**config.mk**
```make
export PLATFORM = sky130hd
export DESIGN_NAME = wdog_two_stage
export DESIGN_NICKNAME = d
export VERILOG_FILES = /design/src/rtl/wdog_two_stage.sv
export SDC_FILE = /design/constraint.sdc
export NUM_CORES = 1
export LEC_CHECK = 0
export BUFFER_PORTS_ARGS = -buffer_cell sky130_fd_sc_hd__buf_2
export CAP_MARGIN = 10
export CORE_ASPECT_RATIO = 0.8
export CORE_MARGIN = 3
export CORE_UTILIZATION = 35
export CTS_CLUSTER_SIZE = 14
export DETAILED_ROUTE_END_ITERATION = 6
export MAX_ROUTING_LAYER = met4
export PLACE_DENSITY_LB_ADDON = 0.05
export SYNTH_ARGS = -nofsm -noshare
export SYNTH_HDL_FRONTEND = slang
export SYNTH_SLANG_ARGS = --single-unit
```
**constraint.sdc**
```tcl
create_clock -name clk -period 3.45 [get_ports clk]
set_input_delay 0.1725 -clock clk [delete_from_list [all_inputs] [get_ports clk]]
set_output_delay 0.1725 -clock clk [all_outputs]
set_load 0.1 [all_outputs]
```
**src/rtl/wdog_two_stage.sv**
```systemverilog
module wdog_two_stage #(
  parameter int ADDR_W = 3,
  parameter int DATA_W = 32,
  parameter int CNT_W  = 64,
  parameter int OFS_W  = 48,
  parameter logic [DATA_W-1:0] ID_VALUE = 32'h5744_0A01
) (
  input  logic              clk,
  input  logic              rst_n,
  input  logic              bus_wr,
  input  logic [ADDR_W-1:0] bus_addr,
  input  logic [DATA_W-1:0] bus_wdata,
  output logic [DATA_W-1:0] bus_rdata,
  input  logic [CNT_W-1:0]  sys_count,
  output logic              stage0_irq,
  output logic              stage1_out
);
  localparam int OFS_HI_W = OFS_W - DATA_W;
  localparam int CMP_HI_W = CNT_W - DATA_W;
  localparam logic [ADDR_W-1:0] A_CTRL = ADDR_W'(0);
  localparam logic [ADDR_W-1:0] A_KICK = ADDR_W'(1);
  localparam logic [ADDR_W-1:0] A_OLO  = ADDR_W'(2);
  localparam logic [ADDR_W-1:0] A_OHI  = ADDR_W'(3);
  localparam logic [ADDR_W-1:0] A_CLO  = ADDR_W'(4);
  localparam logic [ADDR_W-1:0] A_CHI  = ADDR_W'(5);
  localparam logic [ADDR_W-1:0] A_ID   = ADDR_W'(6);

  logic             en_q, st0_q, st1_q;
  logic [OFS_W-1:0] ofs_q, ofs_nx;
  logic [CNT_W-1:0] cmp_q, cmp_nx, reload;

  wire sel_ctrl = bus_wr && (bus_addr == A_CTRL);
  wire sel_kick = bus_wr && (bus_addr == A_KICK);
  wire sel_olo  = bus_wr && (bus_addr == A_OLO);
  wire sel_ohi  = bus_wr && (bus_addr == A_OHI);
  wire sel_clo  = bus_wr && (bus_addr == A_CLO);
  wire sel_chi  = bus_wr && (bus_addr == A_CHI);
  wire clr_wr   = sel_ctrl | sel_kick | sel_olo | sel_ohi;
  wire expired  = en_q && (sys_count >= cmp_q);

  always_comb begin
    ofs_nx = ofs_q;
    if (sel_olo) ofs_nx[DATA_W-1:0] = bus_wdata;
    if (sel_ohi) ofs_nx[OFS_W-1:DATA_W] = bus_wdata[OFS_HI_W-1:0];
  end

  assign reload = sys_count + CNT_W'(ofs_nx);

  always_comb begin
    cmp_nx = cmp_q;
    if (clr_wr) begin
      cmp_nx = reload;
    end else begin
      if (expired && !st0_q) cmp_nx = reload;
      if (sel_clo) cmp_nx[DATA_W-1:0] = bus_wdata;
      if (sel_chi) cmp_nx[CNT_W-1:DATA_W] = bus_wdata[CMP_HI_W-1:0];
    end
  end

  always_ff @(posedge clk or negedge rst_n) begin
    if (!rst_n) begin
      en_q  <= 1'b0;
      st0_q <= 1'b0;
      st1_q <= 1'b0;
      ofs_q <= '0;
      cmp_q <= '0;
    end else begin
      if (sel_ctrl) en_q <= bus_wdata[0];
      ofs_q <= ofs_nx;
      cmp_q <= cmp_nx;
      if (clr_wr) begin
        st0_q <= 1'b0;
        st1_q <= 1'b0;
      end else if (expired) begin
        if (!st0_q) st0_q <= 1'b1;
        else        st1_q <= 1'b1;
      end
    end
  end

  always_comb begin
    case (bus_addr)
      A_CTRL:  bus_rdata = DATA_W'({st1_q, st0_q, en_q});
      A_OLO:   bus_rdata = ofs_q[DATA_W-1:0];
      A_OHI:   bus_rdata = DATA_W'(ofs_q[OFS_W-1:DATA_W]);
      A_CLO:   bus_rdata = cmp_q[DATA_W-1:0];
      A_CHI:   bus_rdata = DATA_W'(cmp_q[CNT_W-1:DATA_W]);
      A_ID:    bus_rdata = ID_VALUE;
      default: bus_rdata = '0;
    endcase
  end

  assign stage0_irq = st0_q;
  assign stage1_out = st1_q;
endmodule

```
==> summary.md, run 1 <==
| Metric | Value |
|---|---|
| Vias in the first global route | roughly 11000 |
| Vias after detailed routing | 11346 |
| Mapped Cells | 1294 |
| Num rows | between 50 and 60 |
| Syn Area/Cell | slightly above 8 um^2 |
| Initial Util | 0.357 |
| Area share of the leading cell type in the synthesized netlist | 0.274 |
| P&R area growth vs syn | 40.0% |
| Clock skew | 0.0108 ns |
| Arrival time at the worst endpoint | about 3.7 ns |
| Fraction of layout cells with a size suffix above 1 | 0.344 |
| Die height | 161 um |
| Largest buffer count on any clock path | 2 |
| Max-Cap Viols | 0 |
| Max Freq | 0.301 GHz |
| Final worst path period need | 3.32 ns |
| Die Area | 32100 um^2 |
| Critical path endpoint category | register |
| Routed metal-1 wire length | between 20000 and 25000 um |
| Cell taking the most area after synthesis | dfrtp_1 |
| Fraction of registers with async set/reset | 1.00 |
| Pwr Density | 683 nW/um^2 |
| CTS buffer count | 17 |
| Met2 WL | between 15000 and 20000 um |
| Crit Path Max Fanout | 9 |
| Status | completed |
| Synth Flop Type | dfrtp_1 |
| Setup crit start kind | input pin |
| Drt pass-1 iters | 5 |
| Hold violation count in the final report | 0 |
| EDFF count, synth | 0 |
| DRC violations left | 0 |
| Ratio of final minimum period to clock period | 0.964 |
| Dpl hpwl | 35700 um |
| WS Path Type | input pin to register |
| IO buf count | around 140 |
| Placed Cells | ~2000 |
| Critical Path RT | 3.82 ns |
| Static Leak | 7.10 nW |
| Clk root buf | clkbuf_16 |
| WL per Instance | 22.0 um |
| Tot Pwr | 10.0 mW |
| Slew of the pin with the lowest slew margin | ~0.8 ns |
| Post-synthesis sequential area ratio | 0.274 |
| Hold Slack | around 0.02 ns |
| Synth top cells by count | nand2_1, a21oi_1, ha_1 |
| Mapped Nets | 1515 |
| DRT iter0 DRCs | 1011 |
| Max VDD drop | 0.000389 V |
| Worst-skew pair later-pin latency | 0.44 ns |
| Top post-synthesis cells by area | dfrtp_1, ha_1, a21oi_1 |
| CTS tree | yes |
| Setup violations, final | 0 |
| Layout Cells excl Fill | around 2100 |
| Fillers | around 3000 |
| Clock slew at reported path FFs | 0.06 ns |
| Mapped Area | about 10000 um^2 |
| Met3 wire length | 3110 um |
| Largest net degree at the start of global routing | 116 |
| # nets final | 1884 |
| First-pass GRT wire length | 66500 um |
| Max Slew Vio Count | 0 |
| Synth warn | 0 |
| Synthesized flop and latch total | 115 |
| Final wirelength | 45100 um |
| Max-slew headroom | 0.468 |
| I/O pin total | 136 |
| Hold Crit Class | input pin to register |
| ANT nets after route | 0 |
| Core Box Area | 29400 um^2 |
| All-Layer GR Usage | 0.285 |
| Drt via density | 5.52 |
| Grt ovf | 0 |
| Antenna violations before repair | 2 |
| Clk sinks | between 100 and 150 |
| Die Width | 200 um |
| Routability Congestion | 0.928 |
| Highest metal used | met4 |
| H-tree Lvls | 4 |
| Netlist cell types | 73 |
| Top-count cell post-synth | nand2_1 |
==> cell type report <==
class                           instances  area, um^2  share of cell area
Tap cell                              377         472              0.0321
Inverter                               79         297              0.0202
Clock buffer                           18         439              0.0299
Timing Repair Buffer                  418        2950               0.200
Sequential cell                       115        2880               0.196
Antenna cell                            1        2.50            0.000170
Clock inverter                         14         138             0.00936
Multi-Input combinational cell       1032        7530               0.512
==> power breakdown <==
group	switching, mW	internal [mW]	total (mW)	leakage (nW)
clock	0.748	1.08	1.82	0.278
combinational	3.42	2.58	6.00	5.45
sequential	0.380	1.84	2.22	1.37
==> path summary, 6_finish.rpt <==
path,from,endpoint,slack [ns],cells after the start
setup reg to reg,cmp_q[57]$_DFFE_PN0P_,cmp_q[44]$_DFFE_PN0P_,0.16,16
max in group asynchronous,rst_n,ofs_q[16]$_DFF_PN0_,2.49,3
hold / removal,bus_wdata[24],cmp_q[24]$_DFFE_PN0P_,0.02,3
min in group asynchronous,rst_n,ofs_q[38]$_DFF_PN0_,0.37,3
setup / recovery,bus_wr,cmp_q[43]$_DFFE_PN0P_,0.13,18
hold reg to reg,ofs_q[30]$_DFF_PN0_,ofs_q[30]$_DFF_PN0_,0.53,1
==> timing repair <==
item | in CTS | in global routing
hold endpoints to repair | 117 | 0
buffers inserted | 2 | 17
cloned | 0 | 1
gates resized for setup | 9 | 81
pin swaps | 2 | 32
hold buffers | 3 | 0
setup endpoints to repair | 61 | 54
==> routing by layer <==
metal,up-vias,global-route usage
met5,-,-
met2,375,0.408
met4,0,0.0558
li1,5455,-
met1,5484,0.424
met3,32,0.0476
==> kinds of logic (layout without fill, tap and decap cells) <==
kind of cell,after synthesis,in the layout,synth area share
fa+ha+maj,119,119,0.143
mux,66,66,0.0691
xor+xnor,49,49,0.0409
compound gates,404,405,0.245
simple gates,393,393,0.172
other cells,0,1,0
buf+inv,148,529,0.0561
flops,115,115,0.274
==> per-stage QoR <==
step	instance area (um^2)	setup TNS (ns)	utilization	setup slack (ns)
final	14700	0	0.500	0.125
after global routing	14700	-0.0300	0.500	-0.0114
after CTS	14200	0	0.481	0.00498
after detailed placement	13500	-18.21	0.459	-0.598
after global placement	13500	-16.08	0.459	-0.538
after floorplan	10700	-0.0264	-	-0.0264
==> placed cells by master (no fill, tap or decap), types with 9 or more instances in the layout <==
cell type / n
mux2_2: 48
a221oi_1: 13
inv_1: 78
a21oi_2: 12
a21oi_1: 126
a221o_1: 9
a31oi_1: 33
nor2_1: 87
a22oi_1: 12
a21o_1: 40
xnor2_1: 29
mux2i_1: 14
nor3_1: 10
o211ai_1: 9
xor2_1: 20
buf_4: 269
buf_2: 133
o21ai_1: 10
or3_1: 11
ha_1: 99
nand2_1: 156
clkbuf_16: 17
ha_4: 13
nand3_1: 28
dfrtp_1: 115
o21ai_0: 73
buf_12: 10
nand4_1: 34
and3_1: 12
==> registers in the layout, summed over array words and instances (netlist names) <==
| signal | count |
|---|---|
| en_q | 1 |
| cmp_q | 64 |
| stage0_irq | 1 |
| stage1_out | 1 |
| ofs_q | 48 |
==> worst max-delay path, cell delays in order <==
cell and delay (ns):
clkbuf_4 0.14, nor2b_4 0.14, and3b_2 0.25, buf_12 0.15, buf_12 0.13, mux2_2 0.37, ha_4 0.28, and2_4 0.15
nand3_2 0.11, a21oi_2 0.20, o21ai_2 0.09, a211oi_2 0.29, o21ai_2 0.14, a41o_1 0.31, buf_4 0.16, or3_1 0.33
nand3_1 0.12, a22o_1 0.13
(Power assumes the default switching activity.)
==> run 2: changes to the inputs <==
==> constraint.sdc (replaced) <==
create_clock -name clk -period 3.45 [get_ports clk]
set_input_delay 0.345 -clock clk [delete_from_list [all_inputs] [get_ports clk]]
set_output_delay 0.345 -clock clk [all_outputs]
set_load 0.1 [all_outputs]
==> run 2 against run 1 <==
The flow now finishes with violations (negative setup slack). Highest routed layer unchanged. Final cell count up 1.4%. Combinational power up 11%. Core utilization up 3.1 points. Largest cell class unchanged. Sequential share of layout area down 1.1 points.
==> summary.md, run 2 (same netlist as run 1, synthesis figures left out) <==
| Metric | Value |
|---|---|
| Status | finished, violations left |
| Failing checks | negative setup slack |
| Num rows | 56 |
| Clk root buf | clkbuf_16 |
| Met2 WL | 20600 um |
| ANT nets after route | 0 |
| Max Slew Vio Count | 0 |
| Setup violations, final | 2 |
| Arrival time at the worst endpoint | 3.78 ns |
| Commonest non-fill, non-tap cell in the layout | buf_4 |
| Clock skew | 0.0128 ns |
| Met3 wire length | approximately 3700 um |
| Drt via density | 5.60 |
| Hold path cells | 2 |
| Unrepaired setup endpoints after global routing | yes |
| Hold Startpoint | bus_wdata[29] |
| Ratio of final minimum period to clock period | 1.01 |
| Critical Path RT | 3.76 ns |
| Final worst path period need | 3.47 ns |
| Dpl hpwl | 36900 um |
| Clock slew at reported path FFs | approximately 0.06 ns |
| First-pass GRT wire length | 69600 um |
| P&R area growth vs syn | 48.8% |
| Max-Cap Viols | 0 |
| Hold Slack | roughly 0.17 ns |
| Max Freq | 0.288 GHz |
| Hold Crit Class | input pin to register |
| Die Width | 200 um |
| Crit path cell chain | buf_2 -> nor2b_4 -> and3b_2 -> buf_6 -> mux2_2 -> ha_1 -> buf_4 -> a21oi_2 -> o21ai_1 -> a21o_1 -> nand3_1 -> o221ai_1 -> and2_2 -> a31oi_4 -> nor3_2 -> xor2_1 -> a221o_1 |
| Grt ovf | 0 |
| Largest buffer count on any clock path | 2 |
| PnR worst setup slack | -0.0181 ns |
| Hold violation count in the final report | 0 |
| Critical path endpoint category | register |
| Highest metal used | met4 |
| Final wirelength | 47800 um |
| Vias in the first global route | roughly 11000 |
| Routed metal-1 wire length | 22800 um |
| Biggest regs | cmp_q x64, ofs_q x48 |
| # nets final | 1913 |
| R2R setup slack | 0 ns |
| Worst-skew pair later-pin latency | 0.44 ns |
| H-tree Lvls | 4 |
| IO buf count | 135 |
| Cells on worst reg2reg path | 14 |
| All-Layer GR Usage | 0.298 |
| DRT iter0 DRCs | 965 |
| Most frequent cells in the layout | buf_4, nand2_1, buf_2 |
| Core Box Area | 29400 um^2 |
| Vias after detailed routing | 11664 |
| Slowest stage cell, crit path | mux2_2 |
| DRC violations left | 0 |
| Pwr Density | 697 nW/um^2 |
| WL per Instance | 23.0 um |
| Max-slew headroom | 0.500 |
| CTS tree | yes |
| Setup crit start kind | input pin |
| Slew of the pin with the lowest slew margin | 0.750 ns |
| Static Leak | 7.46 nW |
| Max reg flops | 64 |
| FF-to-FF Start | cmp_q[24]$_DFFE_PN0P_ |
| Reg2reg end | cmp_q[62]$_DFFE_PN0P_ |
| Routability Congestion | about 0.94 |
| Initial Util | 0.357 |
| Reg with most FFs | cmp_q |
| I/O pin total | ~140 |
| Crit Path Max Fanout | 9 |
| Die height | approximately 160 um |
| Placed Cells | 2018 |
| Clk sinks | 115 |
| CTS buffer count | 17 |
| Antenna violations before repair | 3 |
| Layout Cells excl Fill | 2083 |
| Die Area | ~32000 um^2 |
| Hold endpoint | cmp_q[61]$_DFFE_PN0P_ |
| Largest net degree at the start of global routing | 52 |
| Drt pass-1 iters | 5 |
| Fraction of layout cells with a size suffix above 1 | 0.379 |
| WS Path Type | input pin to register |
| Max VDD drop | 0.000359 V |
| Fillers | 2832 |
| Max stage delay on crit path | roughly 0.38 ns |
-- run 2: cell count changes in the layout (fill, tap and decap cells not counted), sizes merged, moves of 2 or more --
cell,before,now
buf,414,439
bufinv,2,4
clkbuf,19,28
clkinv,7,2
dlygate4sd3,3,1
-- run 2: power by group --
| group | leakage, nW | switching, mW | internal (mW) |
|---|---|---|---|
| Sequential | 1.37 | 0.408 | 1.84 |
| Clock | 0.293 | 0.719 | 1.25 |
| Combinational | 5.80 | 3.72 | 2.95 |
| Total | 7.46 | 4.84 | 6.03 |
-- run 2: repair_timing --
action	in CTS	in global routing
endpoints found under the setup margin	59	62
pin swaps	14	30
endpoints found under the hold margin	36	0
setup buffers	8	15
gates resized for setup	24	112
cloned	3	7
hold buffers	1	0
-- run 2: through the flow --
step           instance area, um^2  total power, mW  setup WS (ns)  TNS, ns   util
2_1_floorplan                11000             5.72         -0.145   -0.734      -
3_3_place_gp                 14000             8.16         -0.688   -18.79  0.477
3_5_place_dp                 14000             8.20         -0.708   -20.03  0.477
4_1_cts                      14900             10.3        0.00641        0  0.506
5_1_grt                      15600             11.6         -0.140    -3.17  0.531
6_report                     15600             10.9        -0.0181  -0.0276  0.531
-- run 2: cell type report --
class | count | area [um^2] | share of cell area
multi-input combinational | 1034 | 7930 | 0.508
tap | 377 | 472 | 0.0302
clock buffer | 23 | 468 | 0.0300
timing repair buffer | 445 | 3420 | 0.219
sequential | 115 | 2880 | 0.184
antenna | 1 | 2.50 | 0.000160
inverter | 79 | 297 | 0.0190
clock inverter | 9 | 153 | 0.00977
-- run 2: worst max-delay path by stage --
stage | slack [ns] | start | end | cells after the start
after floorplan | -0.15 | bus_wr | cmp_q[62]$_DFFE_PN0P_ | 18
after global placement | -0.69 | bus_wr | cmp_q[50]$_DFFE_PN0P_ | 17
after detailed placement | -0.71 | bus_addr[2] | cmp_q[50]$_DFFE_PN0P_ | 17
after CTS | 0.006 | cmp_q[26]$_DFFE_PN0P_ | cmp_q[42]$_DFFE_PN0P_ | 14
after global routing | -0.14 | cmp_q[24]$_DFFE_PN0P_ | cmp_q[52]$_DFFE_PN0P_ | 14
final | -0.02 | bus_wr | cmp_q[62]$_DFFE_PN0P_ | 17
-- run 2: per-layer routing --
metal | vias to the layer above | GRT usage
li1 | 5516 | -
met1 | 5672 | 0.437
met2 | 429 | 0.432
met3 | 47 | 0.0594
met4 | 0 | 0.0517
met5 | - | -
-- run 2: worst max-delay path: cells and delay by family --
kind	cells	cell delay, ns
buffers and inverters	3	0.45
muxes	1	0.38
xor gates and xnor gates	1	0.15
adders and majority gates	1	0.33
and+or+nand+nor	5	0.87
AOI/OAI and AO/OA	6	1.25
